==> config.mk <==
export PLATFORM = sky130hd
export DESIGN_NAME = spi_regif_slave
export DESIGN_NICKNAME = d
export VERILOG_FILES = /design/src/rtl/spi_regif_pkg.sv /design/src/rtl/spi_sync.sv /design/src/rtl/spi_rx_byte.sv /design/src/rtl/spi_tx_byte.sv /design/src/rtl/spi_regif_slave.sv
export SDC_FILE = /design/constraint.sdc
export NUM_CORES = 1
export LEC_CHECK = 0
export BUFFER_PORTS_ARGS = -buffer_cell sky130_fd_sc_hd__buf_2
export CAP_MARGIN = 20
export CORE_MARGIN = 3
export CORE_UTILIZATION = 35
export CTS_CLUSTER_SIZE = 10
export DETAILED_ROUTE_END_ITERATION = 12
export HOLD_SLACK_MARGIN = 0.06
export PLACE_DENSITY = 0.55
export SETUP_SLACK_MARGIN = 0.05
export SLEW_MARGIN = 15
export SYNTH_ARGS = -nofsm -noshare
export SYNTH_HDL_FRONTEND = slang
export SYNTH_HIERARCHICAL = 1
export SYNTH_SLANG_ARGS = --single-unit
==> constraint.sdc <==
create_clock -name clk -period 2.6 [get_ports clk]
set_input_delay 0.26 -clock clk [delete_from_list [all_inputs] [get_ports clk]]
set_output_delay 0.26 -clock clk [all_outputs]
set_load 0.01 [all_outputs]
==> src/rtl/spi_regif_pkg.sv <==
package spi_regif_pkg;
  localparam int unsigned AW        = 5;
  localparam int unsigned FIFO_LAST = 4;
  localparam int unsigned REG_LAST  = 20;

  // Address after one data byte: FIFO ports hold, control registers
  // advance and saturate, out-of-range numbers are left as they are.
  function automatic logic [AW-1:0] step_addr(input logic [AW-1:0] a);
    if (a <= AW'(FIFO_LAST)) return a;
    else if (a < AW'(REG_LAST)) return a + AW'(1);
    else return a;
  endfunction

  function automatic logic addr_ok(input logic [AW-1:0] a);
    return a <= AW'(REG_LAST);
  endfunction
endpackage

==> src/rtl/spi_sync.sv <==
module spi_sync #(
  parameter int unsigned W       = 3,
  parameter int unsigned STAGES  = 2,
  parameter logic [W-1:0] RST_VAL = '0
) (
  input  logic         clk,
  input  logic         rst_n,
  input  logic [W-1:0] din,
  output logic [W-1:0] dout
);
  logic [W-1:0] stg [STAGES];

  for (genvar g = 0; g < STAGES; g++) begin : g_stage
    always_ff @(posedge clk or negedge rst_n) begin
      if (!rst_n) stg[g] <= RST_VAL;
      else if (g == 0) stg[g] <= din;
      else stg[g] <= stg[(g == 0) ? 0 : g-1];
    end
  end

  assign dout = stg[STAGES-1];
endmodule

==> src/rtl/spi_rx_byte.sv <==
module spi_rx_byte #(
  parameter int unsigned DW = 8
) (
  input  logic          clk,
  input  logic          rst_n,
  input  logic          clear,
  input  logic          shift_en,
  input  logic          din,
  output logic          byte_done,
  output logic [DW-1:0] byte_val
);
  localparam int unsigned CW = $clog2(DW);

  logic [DW-2:0] sh;
  logic [CW-1:0] cnt;

  assign byte_done = shift_en && (cnt == CW'(DW-1));
  assign byte_val  = {sh, din};

  always_ff @(posedge clk or negedge rst_n) begin
    if (!rst_n) begin
      sh  <= '0;
      cnt <= '0;
    end else if (clear) begin
      cnt <= '0;
    end else if (shift_en) begin
      sh  <= {sh[DW-3:0], din};
      cnt <= byte_done ? '0 : cnt + CW'(1);
    end
  end
endmodule

==> src/rtl/spi_tx_byte.sv <==
module spi_tx_byte #(
  parameter int unsigned DW = 8
) (
  input  logic          clk,
  input  logic          rst_n,
  input  logic          load_now,
  input  logic [DW-1:0] load_val,
  input  logic          stage_en,
  input  logic [DW-1:0] stage_val,
  input  logic          rise,
  input  logic          fall,
  output logic          dout
);
  logic [DW-1:0] tx;
  logic [DW-1:0] pend;
  logic          pend_v;
  logic          rose;

  assign dout = tx[DW-1];

  always_ff @(posedge clk or negedge rst_n) begin
    if (!rst_n) begin
      tx     <= '0;
      pend   <= '0;
      pend_v <= 1'b0;
      rose   <= 1'b0;
    end else if (load_now) begin
      tx     <= load_val;
      pend_v <= 1'b0;
      rose   <= 1'b0;
    end else begin
      if (rise) rose <= 1'b1;
      if (fall) begin
        rose <= 1'b0;
        if (pend_v) begin
          tx     <= pend;
          pend_v <= 1'b0;
        end else if (rose) begin
          tx <= {tx[DW-2:0], 1'b0};
        end
      end
      if (stage_en) begin
        pend   <= stage_val;
        pend_v <= 1'b1;
      end
    end
  end
endmodule

==> src/rtl/spi_regif_slave.sv <==
module spi_regif_slave
  import spi_regif_pkg::*;
#(
  parameter int unsigned DW          = 8,
  parameter int unsigned SYNC_STAGES = 2
) (
  input  logic          clk,
  input  logic          rst_n,
  input  logic          half_duplex_i,
  input  logic          sclk_i,
  input  logic          ss_n_i,
  input  logic          mosi_i,
  output logic          mosi_o,
  output logic          mosi_oe_o,
  output logic          miso_o,
  output logic          miso_oe_o,
  input  logic [DW-1:0] status_i,
  output logic [AW-1:0] reg_addr_o,
  output logic          reg_wr_o,
  output logic [DW-1:0] reg_wdata_o,
  output logic          reg_rd_o,
  input  logic [DW-1:0] reg_rdata_i,
  output logic          ack_set_o
);
  logic [2:0] pins_s;
  logic       sclk_s, ss_s, mosi_s;
  logic       sclk_d, ss_d;

  spi_sync #(.W(3), .STAGES(SYNC_STAGES), .RST_VAL(3'b010)) u_sync (
    .clk(clk), .rst_n(rst_n),
    .din({mosi_i, ss_n_i, sclk_i}),
    .dout(pins_s)
  );
  assign {mosi_s, ss_s, sclk_s} = pins_s;

  always_ff @(posedge clk or negedge rst_n) begin
    if (!rst_n) begin
      sclk_d <= 1'b0;
      ss_d   <= 1'b1;
    end else begin
      sclk_d <= sclk_s;
      ss_d   <= ss_s;
    end
  end

  // Named events, also observed by the checker.
  logic sel_active, sel_start, sel_end, sclk_rise, sclk_fall;
  assign sel_active = !ss_s;
  assign sel_start  = ss_d && !ss_s;
  assign sel_end    = !ss_d && ss_s;
  assign sclk_rise  = sel_active && !sclk_d && sclk_s;
  assign sclk_fall  = sel_active && sclk_d && !sclk_s;

  logic          byte_done;
  logic [DW-1:0] rx_byte;

  spi_rx_byte #(.DW(DW)) u_rx (
    .clk(clk), .rst_n(rst_n),
    .clear(sel_start || sel_end),
    .shift_en(sclk_rise),
    .din(mosi_s),
    .byte_done(byte_done),
    .byte_val(rx_byte)
  );

  logic          in_data, dir_wr, rd_q, wr_q, ack_q, hd_drive;
  logic [AW-1:0] addr_q, wr_addr_q;
  logic [DW-1:0] wdata_q;
  logic [AW-1:0] cmd_addr;
  logic          cmd_wr, cmd_ack;
  logic [AW-1:0] addr_next;

  assign cmd_addr  = rx_byte[DW-1 -: AW];
  assign cmd_wr    = rx_byte[1];
  assign cmd_ack   = rx_byte[0];
  assign addr_next = step_addr(addr_q);

  always_ff @(posedge clk or negedge rst_n) begin
    if (!rst_n) begin
      in_data   <= 1'b0;
      dir_wr    <= 1'b0;
      rd_q      <= 1'b0;
      wr_q      <= 1'b0;
      ack_q     <= 1'b0;
      hd_drive  <= 1'b0;
      addr_q    <= '0;
      wr_addr_q <= '0;
      wdata_q   <= '0;
    end else begin
      rd_q  <= 1'b0;
      wr_q  <= 1'b0;
      ack_q <= 1'b0;
      if (sel_start || sel_end) begin
        in_data  <= 1'b0;
        hd_drive <= 1'b0;
      end else if (byte_done) begin
        if (!in_data) begin
          in_data  <= 1'b1;
          addr_q   <= cmd_addr;
          dir_wr   <= cmd_wr;
          ack_q    <= cmd_ack;
          rd_q     <= !cmd_wr && addr_ok(cmd_addr);
          hd_drive <= half_duplex_i && !cmd_wr;
        end else if (dir_wr) begin
          wr_q      <= addr_ok(addr_q);
          wr_addr_q <= addr_q;
          wdata_q   <= rx_byte;
          addr_q    <= addr_next;
        end else begin
          addr_q <= addr_next;
          rd_q   <= addr_ok(addr_next);
        end
      end
    end
  end

  logic tx_bit;

  spi_tx_byte #(.DW(DW)) u_tx (
    .clk(clk), .rst_n(rst_n),
    .load_now(sel_start),
    .load_val(status_i),
    .stage_en(byte_done || rd_q),
    .stage_val(rd_q ? reg_rdata_i : '0),
    .rise(sclk_rise),
    .fall(sclk_fall),
    .dout(tx_bit)
  );

  assign reg_addr_o  = wr_q ? wr_addr_q : addr_q;
  assign reg_wr_o    = wr_q;
  assign reg_wdata_o = wdata_q;
  assign reg_rd_o    = rd_q;
  assign ack_set_o   = ack_q;
  assign miso_o      = tx_bit;
  assign miso_oe_o   = sel_active && !half_duplex_i;
  assign mosi_o      = tx_bit;
  assign mosi_oe_o   = sel_active && hd_drive;
endmodule

==> flow_summary_export.csv <==
group,metric,value,unit
run_status,status,"finished clean",
route,drc,0,
global_routing,grt_pass1_vias,1904,
pwr,combPwrFrac,8.4,%
pwr,irDropWorstVdd,0.201,mV
timing,setup_viol,0,
clocking,post_cts_buffers,0,
finish,antenna_cells,0,
route,ant_nets,0,
place,dp_cells,369,
synthesis,netlist_area,2860,um^2
synthesis,syn_nets,266,
finish,drive_gt1_share,36.4,%
worst_setup_path,path_cells,"ha_1, ha_1, and2_1, or2_2, nor2b_1, mux2_2",
clocking,clk_path_buf_depth,2,
worst_setup_path,worstPathBufferInverterCount,0,
worst_setup_path,worstSetupStartpointType,"register",
clocking,root_buffer,"clkbuf_8",
timing,worst_pin_slew,748,ps
worst_setup_path,r2r_start,"u_rx/cnt[0]$_DFFE_PN0P_",
worst_setup_path,startpoint,"u_rx/cnt[0]$_DFFE_PN0P_",
timing,fin_skew,8.04,ps
synthesis,async_flop_share,100,%
global_routing,grt_pass1_wl,9.00,mm
worst_setup_path,cp_data_required_time,2810,ps
timing,timing.setup.tns,0,ps
place,port_buffers,41,
worst_setup_path,crit_path_frequent_cell,"ha_1",
worst_setup_path,worstSetupPathType,"reg -> reg",
die,fp.dieW,96.4,um
timing,fmax,469,MHz
synthesis,avgSynthCellArea,12.0,um^2
worst_setup_path,cp_max_fo,8,
global_routing,grt_util_all_layers,12.6,%
synthesis,ys_ff_latch,60,
pwr,power_switching,491,uW
timing,period_minus_slack,2130,ps
clocking,cts_buffers,9,
clocking,clkLatencyLatePin,330,ps
timing,timing.final.crit_share,82.0,%
die,start_util,36.6,%
clocking,htreeDepth,3,
pwr,clkPwrFrac,42.7,%
clocking,cts.sinks,60,
place,routabilityCongestion,0.696,
pwr,p_seq_share,48.9,%
global_routing,overflow,0,
finish,area_growth,17.0,%
route,viasPerCell,4.88,
timing,max_slew_margin,50.1,%
clocking,cts_tree,"built",
die,rows,32,
timing,fin_hold_ws,73.4,ps
hold_path,hold_path_class,"in -> async",
finish,instances_no_fill,388,
pwr,p_leak,0.00162,uW
route,num_vias,1894,
clocking,hold_buffers,3,
route,wirelength,5.39,mm
global_routing,use_met2,19.5,%
synthesis,synth-edff-count,0,
worst_setup_path,slowest_delay,550,ps
global_routing,antenna_found_initial,0,
route,first_pass_iters,4,
global_routing,grt_max_degree,61,
die,die_h,96.4,um
synthesis,syn_inst,239,
synthesis,yosysTopAreaCellShare,49.9,%
worst_setup_path,arrival,2340,ps
synthesis,yosys-top-cells-area,"dfrtp_1, mux2_2, mux2_4, mux2i_1, dfstp_2",
place,dpl.hpwl,3.63,mm
synthesis,yosys_warnings,6,
timing,rsz0062_at_grt,"no",
timing,final-max-slew-violation-count,0,
pwr,p_per_area,645,nW/um^2
pwr,power_switching_share,22.8,%
clocking,path_clk_slew,70,ps
synthesis,synth_top_area_cell,"dfrtp_1",
worst_setup_path,cp_top_family,"simple AND/OR/NAND/NOR gates",
timing,hold_viol_final,0,
synthesis,seq_area_frac_synth,52.7,%
worst_setup_path,crit_path_end_kind,"register",
global_routing,met3_usage,4.53,%
run,max_cap_viol_count,0,
die,num_io_pins,42,
clocking,cts_resized,0,
synthesis,synth-main-ff-cell,"dfrtp_1",
synthesis,yosysUniqueCellTypes,43,
route,wl_per_cell,13.9,um
die,core_area,7810,um^2
die,dieArea,9290,um^2
finish,nets,308,
global_routing,gr-usage-met1,16.4,%
pwr,power.internal,1670,uW
worst_setup_path,crit_slowest_cell,"nor2b_1",
global_routing,busiest_layer,"met2",
route,drt-initial-drc-count,48,
state kept, by name, summed over array words and instances, names as in the netlist, 3 cells and up:
name / count
u_tx/pend: 8
reg_wdata_o: 8
u_rx/cnt: 3
u_sync/dout: 3
wr_addr_q: 5
u_sync/stg: 3
addr_q: 5
u_rx/sh: 7
u_tx/tx: 8
layer usage:
layer / vias to the layer above / routed length [um]
li1: 922 / -
met1: 937 / 2620
met2: 30 / 2440
met3: 5 / 287
met4: 0 / 42
met5: - / 0
power groups by stage:
stage	registers, uW	clock network, uW	logic, uW
global placement	1070	0	179
global route	1060	987	201
detailed placement	1070	0	180
floorplan	1050	0	137
CTS	1060	947	185
finish	1060	921	180
metrics by stage:
stage | worst slack, ps | area [um^2] | util [%] | power, uW
after floorplan | 516 | 2860 | - | 1190
after global placement | 515 | 3100 | 39.7 | 1250
after CTS | 443 | 3340 | 42.8 | 2190
final | 469 | 3340 | 42.8 | 2160
after global routing | 342 | 3340 | 42.8 | 2250
after detailed placement | 460 | 3100 | 39.7 | 1250
layout by cell type, fill, tap and decap left out, types with 4 or more instances in the layout:
cell type / count
a21oi_1: 6
a221o_1: 4
and2_1: 10
buf_2: 41
buf_4: 5
clkbuf_8: 10
dfrtp_1: 57
ha_1: 5
inv_1: 7
mux2_2: 21
mux2_4: 8
mux2i_1: 9
nand2_1: 14
nor2_1: 16
nor2b_1: 4
nor3_1: 8
nor3b_1: 4
o21ai_0: 15
worst paths after layout:
check	cells past startpoint	endpoint	slack, ps
setup / recovery	6	u_tx/pend[1]$_DFFE_PN0P_	470
max in group asynchronous	2	u_tx/pend[0]$_DFFE_PN0P_	2030
hold / removal	2	reg_wdata_o[5]$_DFFE_PN0P_	70
min in group clk	2	u_tx/tx[6]$_DFFE_PN0P_	160
hold reg to reg	0	u_sync/dout[2]$_DFF_PN0_	350
setup reg to reg	6	u_tx/pend[1]$_DFFE_PN0P_	470
cell type report:
class / count / area [um^2]
Timing Repair Buffer: 49 / 273
Inverter: 8 / 30.0
Clock buffer: 12 / 145
Multi-Input combinational cell: 153 / 1190
Clock inverter: 4 / 72.6
Tap cell: 102 / 128
Fill cell: 771 / 4460
Sequential cell: 60 / 1510
cell usage after synthesis, types with 2 or more instances:
cell	count
a21oi_1	6
a221o_1	4
a221o_2	3
a22oi_1	2
and2_1	10
buf_2	3
buf_4	8
buf_6	4
clkbuf_1	3
dfrtp_1	57
dfstp_2	3
ha_1	5
inv_1	7
mux2_2	21
mux2_4	8
mux2i_1	9
nand2_1	14
nand3_1	2
nor2_1	16
nor2b_1	4
nor2b_4	2
nor3_1	8
nor3b_1	4
o21ai_0	15
o22a_1	3
kinds of logic after synthesis:
family | share of synthesized area [%]
buf+inv | 5.65
fa+ha+maj | 2.19
mux | 15.6
compound gates | 11.0
flops | 52.7
simple gates | 12.8
Power figures use the tool's default switching activity.
